$ cat config.mk
export PLATFORM = sky130hd
export DESIGN_NAME = fxalu_top
export DESIGN_NICKNAME = d
export VERILOG_FILES = /design/src/rtl/fxalu_pkg.sv /design/src/rtl/fxalu_arith.sv /design/src/rtl/fxalu_avg.sv /design/src/rtl/fxalu_select.sv /design/src/rtl/fxalu_cmp_hist.sv /design/src/rtl/fxalu_top.sv
export SDC_FILE = /design/constraint.sdc
export NUM_CORES = 1
export LEC_CHECK = 0
export BUFFER_PORTS_ARGS = -buffer_cell sky130_fd_sc_hd__buf_2
export CORE_ASPECT_RATIO = 1.2
export CORE_UTILIZATION = 45
export DETAILED_ROUTE_END_ITERATION = 10
export SETUP_SLACK_MARGIN = 0.05
export SLEW_MARGIN = 20
export SYNTH_ARGS = -nofsm -noshare
export SYNTH_HDL_FRONTEND = slang
export SYNTH_SLANG_ARGS = --single-unit
$ cat constraint.sdc
create_clock -name clk -period 4.9 [get_ports clk]
set_input_delay 0.245 -clock clk [delete_from_list [all_inputs] [get_ports clk]]
set_output_delay 0.245 -clock clk [all_outputs]
set_load 0.03 [all_outputs]
$ cat src/rtl/fxalu_pkg.sv
package fxalu_pkg;

    typedef enum logic [7:0] {
        OP_ADD  = 8'h01,
        OP_SUB  = 8'h02,
        OP_ADC  = 8'h05,
        OP_SBB  = 8'h06,
        OP_AVG  = 8'h09,
        OP_CMP  = 8'h0A,
        OP_CMPU = 8'h0B,
        OP_PASS = 8'h21,
        OP_NEG  = 8'h22,
        OP_XPC  = 8'h25,
        OP_XPCM = 8'h26,
        OP_INC  = 8'h29,
        OP_DEC  = 8'h2A,
        OP_ABS  = 8'h30,
        OP_AND  = 8'h40,
        OP_OR   = 8'h41,
        OP_XOR  = 8'h42,
        OP_NOT  = 8'h43,
        OP_MIN  = 8'h61,
        OP_MAX  = 8'h62,
        OP_CLIP = 8'h63
    } alu_op_e;

    typedef enum logic [2:0] {
        CLS_NONE,
        CLS_ARITH,
        CLS_AVG,
        CLS_CMP,
        CLS_SEL
    } op_class_e;

    typedef struct packed {
        logic z;
        logic n;
        logic v;
        logic c;
        logic s;
    } alu_flags_t;

endpackage

$ cat src/rtl/fxalu_arith.sv
module fxalu_arith
    import fxalu_pkg::*;
#(
    parameter int unsigned DATA_W = 32
) (
    input  alu_op_e           op_i,
    input  logic [DATA_W-1:0] x_i,
    input  logic [DATA_W-1:0] y_i,
    input  logic              carry_i,
    input  logic              sat_i,
    output logic [DATA_W-1:0] res_o,
    output logic              ovf_o,
    output logic              carry_o,
    output logic              sign_o
);
    localparam logic [DATA_W-1:0] MAX_POS = {1'b0, {(DATA_W-1){1'b1}}};
    localparam logic [DATA_W-1:0] MIN_NEG = {1'b1, {(DATA_W-1){1'b0}}};

    logic [DATA_W-1:0] opa;
    logic [DATA_W-1:0] opb;
    logic              cin;
    logic [DATA_W:0]   wide;
    logic [DATA_W-1:0] raw;
    logic              c_into_msb;

    always_comb begin
        opa    = x_i;
        opb    = '0;
        cin    = 1'b0;
        sign_o = 1'b0;
        unique case (op_i)
            OP_ADD:  opb = y_i;
            OP_SUB:  begin opb = ~y_i; cin = 1'b1;    end
            OP_ADC:  begin opb = y_i;  cin = carry_i; end
            OP_SBB:  begin opb = ~y_i; cin = carry_i; end
            OP_XPC:  cin = carry_i;
            OP_XPCM: begin opb = '1;   cin = carry_i; end
            OP_INC:  cin = 1'b1;
            OP_DEC:  opb = '1;
            OP_NEG:  begin opa = '0; opb = ~x_i; cin = 1'b1; end
            OP_ABS: begin
                sign_o = x_i[DATA_W-1];
                if (x_i[DATA_W-1]) begin
                    opa = '0;
                    opb = ~x_i;
                    cin = 1'b1;
                end
            end
            default: ;
        endcase
    end

    always_comb begin
        wide       = {1'b0, opa} + {1'b0, opb} + {{DATA_W{1'b0}}, cin};
        raw        = wide[DATA_W-1:0];
        carry_o    = wide[DATA_W];
        c_into_msb = raw[DATA_W-1] ^ opa[DATA_W-1] ^ opb[DATA_W-1];
        ovf_o      = c_into_msb ^ wide[DATA_W];
        if (ovf_o && sat_i) begin
            res_o = raw[DATA_W-1] ? MAX_POS : MIN_NEG;
        end else begin
            res_o = raw;
        end
    end

endmodule

$ cat src/rtl/fxalu_avg.sv
module fxalu_avg #(
    parameter int unsigned DATA_W = 32
) (
    input  logic [DATA_W-1:0] x_i,
    input  logic [DATA_W-1:0] y_i,
    input  logic              trunc_i,
    output logic [DATA_W-1:0] res_o,
    output logic              carry_o
);
    logic [DATA_W:0]   ssum;
    logic [DATA_W-1:0] half;
    logic              frac;
    logic              c_into_msb;

    always_comb begin
        ssum = {x_i[DATA_W-1], x_i} + {y_i[DATA_W-1], y_i};
        half = ssum[DATA_W:1];
        frac = ssum[0];
        if (!trunc_i && frac && half[0]) begin
            res_o = half + 1'b1;
        end else begin
            res_o = half;
        end
        c_into_msb = ssum[DATA_W-1] ^ x_i[DATA_W-1] ^ y_i[DATA_W-1];
        carry_o    = (x_i[DATA_W-1] & y_i[DATA_W-1])
                   | ((x_i[DATA_W-1] ^ y_i[DATA_W-1]) & c_into_msb);
    end

endmodule

$ cat src/rtl/fxalu_select.sv
module fxalu_select
    import fxalu_pkg::*;
#(
    parameter int unsigned DATA_W = 32
) (
    input  alu_op_e           op_i,
    input  logic [DATA_W-1:0] x_i,
    input  logic [DATA_W-1:0] y_i,
    output logic [DATA_W-1:0] res_o
);
    logic [DATA_W:0] sx;
    logic [DATA_W:0] sy;
    logic [DATA_W:0] mag_x;
    logic [DATA_W:0] mag_y;
    logic            x_lt_y;
    logic [DATA_W-1:0] clip_res;

    always_comb begin
        sx     = {x_i[DATA_W-1], x_i};
        sy     = {y_i[DATA_W-1], y_i};
        mag_x  = sx[DATA_W] ? (~sx + 1'b1) : sx;
        mag_y  = sy[DATA_W] ? (~sy + 1'b1) : sy;
        x_lt_y = $signed(x_i) < $signed(y_i);
        if (mag_x < mag_y) begin
            clip_res = x_i;
        end else if (x_i[DATA_W-1]) begin
            clip_res = ~mag_y[DATA_W-1:0] + 1'b1;
        end else begin
            clip_res = mag_y[DATA_W-1:0];
        end
    end

    always_comb begin
        unique case (op_i)
            OP_AND:  res_o = x_i & y_i;
            OP_OR:   res_o = x_i | y_i;
            OP_XOR:  res_o = x_i ^ y_i;
            OP_NOT:  res_o = ~x_i;
            OP_MIN:  res_o = x_lt_y ? x_i : y_i;
            OP_MAX:  res_o = x_lt_y ? y_i : x_i;
            OP_CLIP: res_o = clip_res;
            default: res_o = x_i;
        endcase
    end

endmodule

$ cat src/rtl/fxalu_cmp_hist.sv
module fxalu_cmp_hist #(
    parameter int unsigned DATA_W = 32,
    parameter int unsigned HIST_W = 8
) (
    input  logic              clk,
    input  logic              rst_n,
    input  logic              fire_i,
    input  logic              unsigned_i,
    input  logic [DATA_W-1:0] x_i,
    input  logic [DATA_W-1:0] y_i,
    output logic              eq_o,
    output logic              lt_o,
    output logic [HIST_W-1:0] hist_o
);
    logic gt;

    always_comb begin
        eq_o = (x_i == y_i);
        lt_o = unsigned_i ? (x_i < y_i) : ($signed(x_i) < $signed(y_i));
        gt   = !eq_o && !lt_o;
    end

    always_ff @(posedge clk or negedge rst_n) begin
        if (!rst_n) begin
            hist_o <= '0;
        end else if (fire_i) begin
            hist_o <= {gt, hist_o[HIST_W-1:1]};
        end
    end


    hist_shift_chk: assert property (@(posedge clk) disable iff (!rst_n)
        fire_i |=> (hist_o[HIST_W-2:0] == $past(hist_o[HIST_W-1:1]))
                && (hist_o[HIST_W-1] == ($past(!eq_o) && $past(!lt_o))));


    hist_hold_chk: assert property (@(posedge clk) disable iff (!rst_n)
        !fire_i |=> $stable(hist_o));

endmodule

$ cat src/rtl/fxalu_top.sv
module fxalu_top
    import fxalu_pkg::*;
#(
    parameter int unsigned DATA_W = 32,
    parameter int unsigned HIST_W = 8
) (
    input  logic              clk,
    input  logic              rst_n,
    input  logic              op_valid,
    input  logic [7:0]        opcode,
    input  logic [DATA_W-1:0] x_in,
    input  logic [DATA_W-1:0] y_in,
    input  logic              sat_en,
    input  logic              rnd_trunc,
    output logic [DATA_W-1:0] res_q,
    output logic              flag_z,
    output logic              flag_n,
    output logic              flag_v,
    output logic              flag_c,
    output logic              flag_s,
    output logic [HIST_W-1:0] cmp_hist
);
    localparam logic [DATA_W-1:0] MAX_POS = {1'b0, {(DATA_W-1){1'b1}}};
    localparam logic [DATA_W-1:0] MIN_NEG = {1'b1, {(DATA_W-1){1'b0}}};

    alu_op_e           op;
    op_class_e         cls;
    logic              fire;
    logic              cmp_fire;
    alu_flags_t        flags_q;
    alu_flags_t        nxt_fl;
    logic [DATA_W-1:0] nxt_res;

    logic [DATA_W-1:0] ar_res;
    logic              ar_v;
    logic              ar_c;
    logic              ar_s;
    logic [DATA_W-1:0] av_res;
    logic              av_c;
    logic [DATA_W-1:0] sel_res;
    logic              cmp_eq;
    logic              cmp_lt;

    assign op = alu_op_e'(opcode);

    always_comb begin
        unique case (op)
            OP_ADD, OP_SUB, OP_ADC, OP_SBB, OP_XPC, OP_XPCM,
            OP_INC, OP_DEC, OP_NEG, OP_ABS:                   cls = CLS_ARITH;
            OP_AVG:                                           cls = CLS_AVG;
            OP_CMP, OP_CMPU:                                  cls = CLS_CMP;
            OP_PASS, OP_AND, OP_OR, OP_XOR, OP_NOT,
            OP_MIN, OP_MAX, OP_CLIP:                          cls = CLS_SEL;
            default:                                          cls = CLS_NONE;
        endcase
    end

    assign fire     = op_valid && (cls != CLS_NONE);
    assign cmp_fire = op_valid && (cls == CLS_CMP);

    fxalu_arith #(.DATA_W(DATA_W)) arith_i (
        .op_i    (op),
        .x_i     (x_in),
        .y_i     (y_in),
        .carry_i (flags_q.c),
        .sat_i   (sat_en),
        .res_o   (ar_res),
        .ovf_o   (ar_v),
        .carry_o (ar_c),
        .sign_o  (ar_s)
    );

    fxalu_avg #(.DATA_W(DATA_W)) avg_i (
        .x_i     (x_in),
        .y_i     (y_in),
        .trunc_i (rnd_trunc),
        .res_o   (av_res),
        .carry_o (av_c)
    );

    fxalu_select #(.DATA_W(DATA_W)) select_i (
        .op_i  (op),
        .x_i   (x_in),
        .y_i   (y_in),
        .res_o (sel_res)
    );

    fxalu_cmp_hist #(.DATA_W(DATA_W), .HIST_W(HIST_W)) hist_i (
        .clk        (clk),
        .rst_n      (rst_n),
        .fire_i     (cmp_fire),
        .unsigned_i (op == OP_CMPU),
        .x_i        (x_in),
        .y_i        (y_in),
        .eq_o       (cmp_eq),
        .lt_o       (cmp_lt),
        .hist_o     (cmp_hist)
    );

    always_comb begin
        nxt_res = res_q;
        nxt_fl  = '0;
        unique case (cls)
            CLS_ARITH: begin
                nxt_res  = ar_res;
                nxt_fl.v = ar_v;
                nxt_fl.c = ar_c;
                nxt_fl.s = ar_s;
            end
            CLS_AVG: begin
                nxt_res  = av_res;
                nxt_fl.c = av_c;
            end
            CLS_SEL:  nxt_res = sel_res;
            CLS_CMP: begin
                nxt_fl.z = cmp_eq;
                nxt_fl.n = cmp_lt;
            end
            default: ;
        endcase
        if (cls != CLS_CMP) begin
            nxt_fl.z = (nxt_res == '0);
            nxt_fl.n = nxt_res[DATA_W-1];
        end
    end

    always_ff @(posedge clk or negedge rst_n) begin
        if (!rst_n) begin
            res_q   <= '0;
            flags_q <= '0;
        end else if (fire) begin
            res_q   <= nxt_res;
            flags_q <= nxt_fl;
        end
    end

    assign flag_z = flags_q.z;
    assign flag_n = flags_q.n;
    assign flag_v = flags_q.v;
    assign flag_c = flags_q.c;
    assign flag_s = flags_q.s;


    sat_bound_chk: assert property (@(posedge clk) disable iff (!rst_n)
        (fire && sat_en && cls == CLS_ARITH) |=>
            (!flag_v || res_q == MAX_POS || res_q == MIN_NEG));


    zn_result_chk: assert property (@(posedge clk) disable iff (!rst_n)
        (fire && cls != CLS_CMP) |=>
            ((flag_z == (res_q == '0)) && (flag_n == res_q[DATA_W-1])));


    cmp_hold_chk: assert property (@(posedge clk) disable iff (!rst_n)
        cmp_fire |=> ($stable(res_q) && !flag_v && !flag_c && !flag_s));


    sel_clear_chk: assert property (@(posedge clk) disable iff (!rst_n)
        (fire && cls == CLS_SEL) |=> (!flag_v && !flag_c && !flag_s));


    avg_no_ovf_chk: assert property (@(posedge clk) disable iff (!rst_n)
        (fire && cls == CLS_AVG) |=> !flag_v);


    idle_hold_chk: assert property (@(posedge clk) disable iff (!rst_n)
        !fire |=> ($stable(res_q) && $stable(flags_q)));

endmodule

==> results.sh, run 1 <==
export IMPL_fin_skew_ns=0.006803
export IMPL_num_io_pins=122
export IMPL_synth_cells=2247
export IMPL_crit_type="in -> reg"
export IMPL_grt_overflow_total=0
export IMPL_dp_hpwl_mm=66.84
export IMPL_drc_errors=0
export IMPL_stdcell_count=3350
export IMPL_avgSynthCellArea_um2=6.787
export IMPL_cpLargestDelayFamily="buffers and inverters"
export IMPL_drt_wl_total_mm=81.07
export IMPL_fin_nets=3140
export IMPL_grt_pass1_vias=20420
export IMPL_synth_seq_area_share=0.07384
export IMPL_finalMaxSlewViolations=0
export IMPL_vias=21480
export IMPL_n_fill_cell=3069
export IMPL_status="finished, violations left"
export IMPL_area_growth_synth_to_final_pct=44.08
export IMPL_grt_usage=0.4540
export IMPL_htreeDepth=2
export IMPL_ant_nets=0
export IMPL_tritoncts="yes"
export IMPL_tightest_slew_ns=1.178
export IMPL_crit_path_end_kind="flop"
export IMPL_synth_top_area_cell="ha_1"
export IMPL_clk_path_buf_depth=2
export IMPL_drt_iter0_markers=2561
export IMPL_cp_max_fo=8
export IMPL_crit_top_cell="buf_4"
export IMPL_critPathLaunchType="input pin"
export IMPL_clockRootBuffer="clkbuf_16"
export IMPL_clk_pin_slew_ns=0.07
export IMPL_ys_flop_type="dfrtp_1"
export IMPL_yosysTopAreaCellShare=0.1329
export IMPL_portBuffers=121
export IMPL_synthTopCellsByCount="o21ai_0 (220), nand2_1 (194), nor2_1 (170), ha_1 (162), clkbuf_1 (159)"
export IMPL_critPathSlowestCell="a211oi_4"
export IMPL_power_density_mw_per_mm2=156.6
export IMPL_die_height_um=203.7
export IMPL_routabilityCongestion=1.066
export IMPL_hp_class="in -> reg"
export IMPL_critPathMaxStageDelay_ns=0.48
export IMPL_start_util=0.4587
export IMPL_grt_max_degree=64
export IMPL_max_cap_violations=0
export IMPL_fin_crit_ns=5.387
export IMPL_cp_required_ns=5.12
export IMPL_antenna_found_initial=2
export IMPL_ys_seq_elements=45
export IMPL_p_leak_nw=10.12
export IMPL_placed_cells=3301
export IMPL_final_util=0.6609
export IMPL_design_core_area_mm2=0.03325
export IMPL_cts_made_buffers=5
export IMPL_slew_headroom=0.2061
export IMPL_synth_fp_nets=2489
export IMPL_syn_cell_area_mm2=0.01525
export IMPL_setup_viol=6
export IMPL_violations="setup timing"
export IMPL_grt_use_met1=0.5808
export IMPL_drt_first_pass_iters=7
export IMPL_post_route_period_util=1.099
export IMPL_fin_ws_ns=-0.4870
export IMPL_grt_pass1_wl_mm=119.0
export IMPL_synth_edf_count=0
export IMPL_grt_met2_usage=0.7185
export IMPL_fp_dieW_um=170.1
export IMPL_fmax_mhz=185.6
export IMPL_use_met3=0.08383
export IMPL_worstSkewPairLatency_ns=0.30
export IMPL_dieArea_mm2=0.03463
export IMPL_synth_warnings=0
export IMPL_synth_area_leaders="ha_1 (13%), dfrtp_1 (7.4%), o21ai_0 (7.2%)"
export IMPL_path_buf_inv=15
export IMPL_grt_most_used_layer="met2"
export IMPL_rows=73
export IMPL_synth_cell_types=93
export IMPL_vdd_drop_max_mv=0.1334
export IMPL_rsz0062_at_grt="yes"
export IMPL_async_flop_share=1.000
export IMPL_hold_viol=0
export IMPL_vias_per_cell=6.412
export IMPL_wl_per_cell_um=24.20
export IMPL_arrival_ns=5.61
export IMPL_yosysMostFrequentCell="o21ai_0"
export IMPL_drive_gt1_frac=0.3405
export IMPL_cts_sinks=45
==> cells in the final DEF (no fill, tap or decap), drive strengths merged, types with 24 or more instances in the layout <==
cell    count
and2       39
o22ai      32
o31ai      35
o21ai     223
xor2       33
a211oi     67
or3        24
nand4      40
o211ai     27
a21oi     158
a21o       38
nor4       44
nor3       57
ha        162
buf       814
xnor2     113
inv       117
dfrtp      45
nor2      170
nand3      45
nand2     194
==> per-stage QoR <==
stage	setup slack, ns	cell area [µm²]	setup TNS, ns	power [mW]	hold slack, ns
after global placement	-0.9578	20860	-8.597	2.855	0.4634
after detailed placement	-1.116	20860	-12.54	2.887	0.4704
final	-0.4870	21970	-0.8353	3.440	0.3601
after global routing	-0.7577	21970	-2.320	3.589	0.3594
after CTS	-0.4442	21510	-0.6265	3.291	0.1666
after floorplan	-0.4112	15370	-0.4374	1.740	-0.05059
==> final cells by class <==
class	count	area [µm²]	share of cell area
inverter	119	446.7	0.02033
antenna	1	2.502	0.0001139
clock inverter	2	10.01	0.0004555
timing repair buffer	815	5976	0.2720
tap	450	563.0	0.02562
sequential	45	1126	0.05125
clock buffer	6	128.9	0.005865
multi-input combinational	1912	13720	0.6244
==> what timing repair did <==
action	CTS	global route
pin swaps	30	35
hold buffers	0	1
gates resized for setup	78	84
endpoints found under the hold margin	0	12
setup buffers	28	14
cloned	0	1
setup endpoints to repair	26	34
==> worst min-delay path, stage by stage <==
cell,delay [ns]
buf_2,0.18
a21oi_1,0.15
nor2_1,0.05
==> registers in the layout (all words and copies together) (netlist names) <==
name           flops
flag_s             1
flag_z             1
res_q             32
flag_c             1
flag_v             1
flag_n             1
hist_i.hist_o      8
==> power by group <==
group	total, mW	switching [mW]	internal [mW]	leakage (nW)
clock	0.349	0.161	0.188	0.0706
sequential	0.537	0.0937	0.443	0.594
combinational	2.55	1.45	1.10	9.45
total	3.44	1.71	1.73	10.1
==> kinds of logic after synthesis <==
kind of cell	count (synthesis)	synth area share
AOI/OAI and AO/OA	815	0.3532
xor gates and xnor gates	146	0.08385
and+or+nand+nor	741	0.2465
DFF	45	0.07384
muxes	42	0.03249
adders and majority gates	166	0.1375
buffers and inverters	290	0.07211
other	2	0.0004924
==> metal layers <==
metal  vias up  wire length (µm)
met1     10170             32110
li1       9690                 -
met4         0              4706
met5         -                 0
met3       279              8708
met2      1340             35540
==> path summary, 6_finish.rpt <==
kind,slack [ns],end,cells after the start,startpoint
hold reg to reg,0.48,flag_n,2,flag_n
setup / recovery,-0.49,flag_z,31,x_in[4]
setup reg to reg,-0.34,flag_z,27,flag_c
hold / removal,0.36,res_q[6],3,op_valid
max in group asynchronous,3.95,flag_z,2,rst_n
min in group asynchronous,0.50,flag_c,2,rst_n
No activity file was read; power rests on OpenSTA's default activity.
==> inputs of run 2 (changes only) <==
--- a/config.mk
+++ b/config.mk
@@ -7,10 +7,12 @@
 export LEC_CHECK = 0
 export BUFFER_PORTS_ARGS = -buffer_cell sky130_fd_sc_hd__buf_2
 export CORE_ASPECT_RATIO = 1.2
+export CORE_MARGIN = 3
 export CORE_UTILIZATION = 45
 export DETAILED_ROUTE_END_ITERATION = 10
 export SETUP_SLACK_MARGIN = 0.05
 export SLEW_MARGIN = 20
 export SYNTH_ARGS = -nofsm -noshare
 export SYNTH_HDL_FRONTEND = slang
+export SYNTH_HIERARCHICAL = 1
 export SYNTH_SLANG_ARGS = --single-unit
==> run 2 against run 1 <==
Compared with the run above: the run still ends with setup timing left; global-route usage shrank 7.3 points; total power grew 7.8%; largest cell class unchanged; critical path type unchanged; largest power group unchanged; combinational power grew 12%; core utilization shrank 1.8 points.
==> results.sh, run 2 <==
export IMPL_status="finished, violations left"
export IMPL_violations="setup timing"
export IMPL_hold_ws_ns=0.3334
export IMPL_avgSynthCellArea_um2=7.172
export IMPL_critPathMaxStageDelay_ns=0.53
export IMPL_max_cap_violations=0
export IMPL_drive_gt1_frac=0.3369
export IMPL_synth_cells=2212
export IMPL_post_route_period_util=1.155
export IMPL_slew_headroom=0.2194
export IMPL_drc_errors=0
export IMPL_clockRootBuffer="clkbuf_16"
export IMPL_power_density_mw_per_mm2=167.4
export IMPL_reg2reg_from="flag_c"
export IMPL_vias=20420
export IMPL_path_buf_inv=6
export IMPL_grt_max_degree=46
export IMPL_grt_usage=0.3807
export IMPL_vias_per_cell=6.221
export IMPL_grt_pass1_vias=19430
export IMPL_regArea_mm2=0.001126
export IMPL_finalMaxSlewViolations=0
export IMPL_drt_wl_total_mm=75.36
export IMPL_async_flop_share=1.000
export IMPL_fin_area_mm2=0.02215
export IMPL_crit_type="in -> reg"
export IMPL_regMostFlops="res_q"
export IMPL_dieArea_mm2=0.03755
export IMPL_synthTopCellsByCount="ha_1 (224), nand2_1 (224), o21ai_0 (175), xnor2_1 (136), inv_1 (135)"
export IMPL_synth_fp_nets=2516
export IMPL_clk_pin_slew_ns=0.07
export IMPL_rows=74
export IMPL_synth_top_area_cell="ha_1"
export IMPL_ant_nets=0
export IMPL_cts_made_buffers=5
export IMPL_die_height_um=211.7
export IMPL_holdPathEnd="flag_v"
export IMPL_ys_flop_type="dfrtp_1"
export IMPL_fin_nets=3130
export IMPL_r2r_end="flag_z"
export IMPL_largest_register_ffs=32
export IMPL_synth_cell_types=119
export IMPL_antenna_found_initial=3
export IMPL_synth_seq_area_share=0.07098
export IMPL_ys_seq_elements=45
export IMPL_n_fill_cell=3137
export IMPL_cts_sinks=45
export IMPL_critPathLaunchType="input pin"
export IMPL_arrival_ns=5.89
export IMPL_hold_viol=0
export IMPL_vdd_drop_max_mv=0.1537
export IMPL_yosysTopAreaCellShare=0.1767
export IMPL_grt_pass1_wl_mm=111.5
export IMPL_wl_per_cell_um=22.95
export IMPL_tritoncts="yes"
export IMPL_crit_path_end_kind="flop"
export IMPL_area_growth_synth_to_final_pct=39.64
export IMPL_fmax_mhz=176.7
export IMPL_portBuffers=121
export IMPL_dp_hpwl_mm=61.66
export IMPL_tightest_slew_ns=1.167
export IMPL_clk_path_buf_depth=2
export IMPL_hold_start="op_valid"
export IMPL_setup_viol=24
export IMPL_p_leak_nw=10.37
export IMPL_reg2regPathDepth=24
export IMPL_hold_depth=3
export IMPL_fin_ws_ns=-0.7589
export IMPL_drt_iter0_markers=2037
export IMPL_start_util=0.4606
export IMPL_synth_edf_count=0
export IMPL_htreeDepth=2
export IMPL_critPathSlowestCell="or4_1"
export IMPL_cp_required_ns=5.13
export IMPL_syn_cell_area_mm2=0.01587
export IMPL_synth_warnings=6
export IMPL_r2r_slack_ns=-0.46
export IMPL_drt_first_pass_iters=8
export IMPL_fin_skew_ns=0.01052
export IMPL_worstSkewPairLatency_ns=0.30
export IMPL_top_regs="res_q (32), hist_i/hist_o (8)"
export IMPL_cp_max_fo=5
export IMPL_num_io_pins=122
export IMPL_final_common_cell="buf_4"
export IMPL_fp_dieW_um=177.4
export IMPL_multi_input_area_mm2=0.01437
export IMPL_hp_class="in -> reg"
export IMPL_cpLargestDelayFamily="simple AND/OR/NAND/NOR gates"
export IMPL_placed_cell_area_mm2=0.02086
export IMPL_routabilityCongestion=1.042
export IMPL_design_core_area_mm2=0.03444
export IMPL_synth_area_leaders="ha_1 (18%), xnor2_1 (7.5%), dfrtp_1 (7.1%)"
export IMPL_rsz0062_at_grt="yes"
export IMPL_fin_crit_ns=5.659
export IMPL_grt_overflow_total=0
export IMPL_layout_common_cells="buf_4 (584), ha_1 (221), nand2_1 (218)"
-- run 2: changes by cell type after synthesis, sizes merged, moves of 17 or more --
| cell | delta |
|---|---|
| buf | +20 |
| nor3 | -17 |
| o211ai | +44 |
| nor2 | -44 |
| o21ai | -25 |
| nand2 | +31 |
| ha | +62 |
| a211oi | -46 |
| inv | +19 |
| clkbuf | -64 |
| xnor2 | +23 |
| a21oi | -21 |
-- run 2: power by group --
part / switching, mW / internal [mW]
registers: 0.0731 / 0.447
clock network: 0.144 / 0.200
logic: 1.57 / 1.27
-- run 2: how the worst max path moves through the flow --
stage / from / end / slack, ns / depth (start not counted)
2_1_floorplan: y_in[1] / flag_z / -0.55 / 26
3_3_place_gp: y_in[1] / flag_z / -0.95 / 24
3_5_place_dp: x_in[14] / flag_z / -1.07 / 25
4_1_cts: y_in[0] / flag_z / -0.59 / 28
5_1_grt: y_in[0] / flag_z / -0.83 / 28
6_report: y_in[1] / flag_z / -0.76 / 28
-- run 2: cell families (layout without fill, tap and decap cells) --
group	Yosys count	in the layout	share of synthesized area
other cells	2	3	0.0004734
buf+inv	265	879	0.06972
flops	45	45	0.07098
mux	34	34	0.02382
simple gates	711	711	0.2308
fa+ha+maj	228	228	0.1811
xor+xnor	174	174	0.09819
compound gates	753	753	0.3249
-- run 2: cell type report --
cell class | instances | area share
repair buffers | 734 | 0.2436
inverters | 138 | 0.02440
flip-flops and latches | 45 | 0.05083
diodes | 1 | 0.0001130
clock inverters | 1 | 0.0003389
clock buffers | 6 | 0.006269
well taps | 456 | 0.02575
multi-input cells | 1902 | 0.6487
-- run 2: per-layer routing --
| layer | part of all wire | global-route usage | up-vias |
|---|---|---|---|
| li1 | - | - | 9506 |
| met4 | 0.056 | 0.1905 | 4 |
| met5 | 0.00036 | 0 | - |
| met1 | 0.42 | 0.4897 | 9686 |
| met3 | 0.072 | 0.05023 | 203 |
| met2 | 0.45 | 0.6237 | 1024 |
-- run 2: what timing repair did --
item                                   4_1_cts  5_1_grt
hold buffers                                 0        1
pin swaps                                   61       70
resized for setup                           86      116
setup endpoints to repair                   33       34
buffers inserted                            23       24
cloned                                       1        0
endpoints found under the hold margin        0       11
-- run 2: through the flow --
stage          worst slack (ns)  instances  power (mW)  setup TNS (ns)  utilization
2_1_floorplan           -0.5483       2212       1.927         -0.5483            -
3_3_place_gp            -0.9459       3229       3.079          -11.28       0.6056
3_5_place_dp             -1.069       3229       3.118          -15.88       0.6056
4_1_cts                 -0.5916       3258       3.538          -1.793       0.6242
5_1_grt                 -0.8350       3282       3.932          -7.368       0.6431
6_report                -0.7589       3283       3.710          -4.585       0.6432
-- run 2: worst min-delay path: stages --
cell and delay, ns:
buf_2 0.20, nand3_1 0.10, nand2_1 0.05
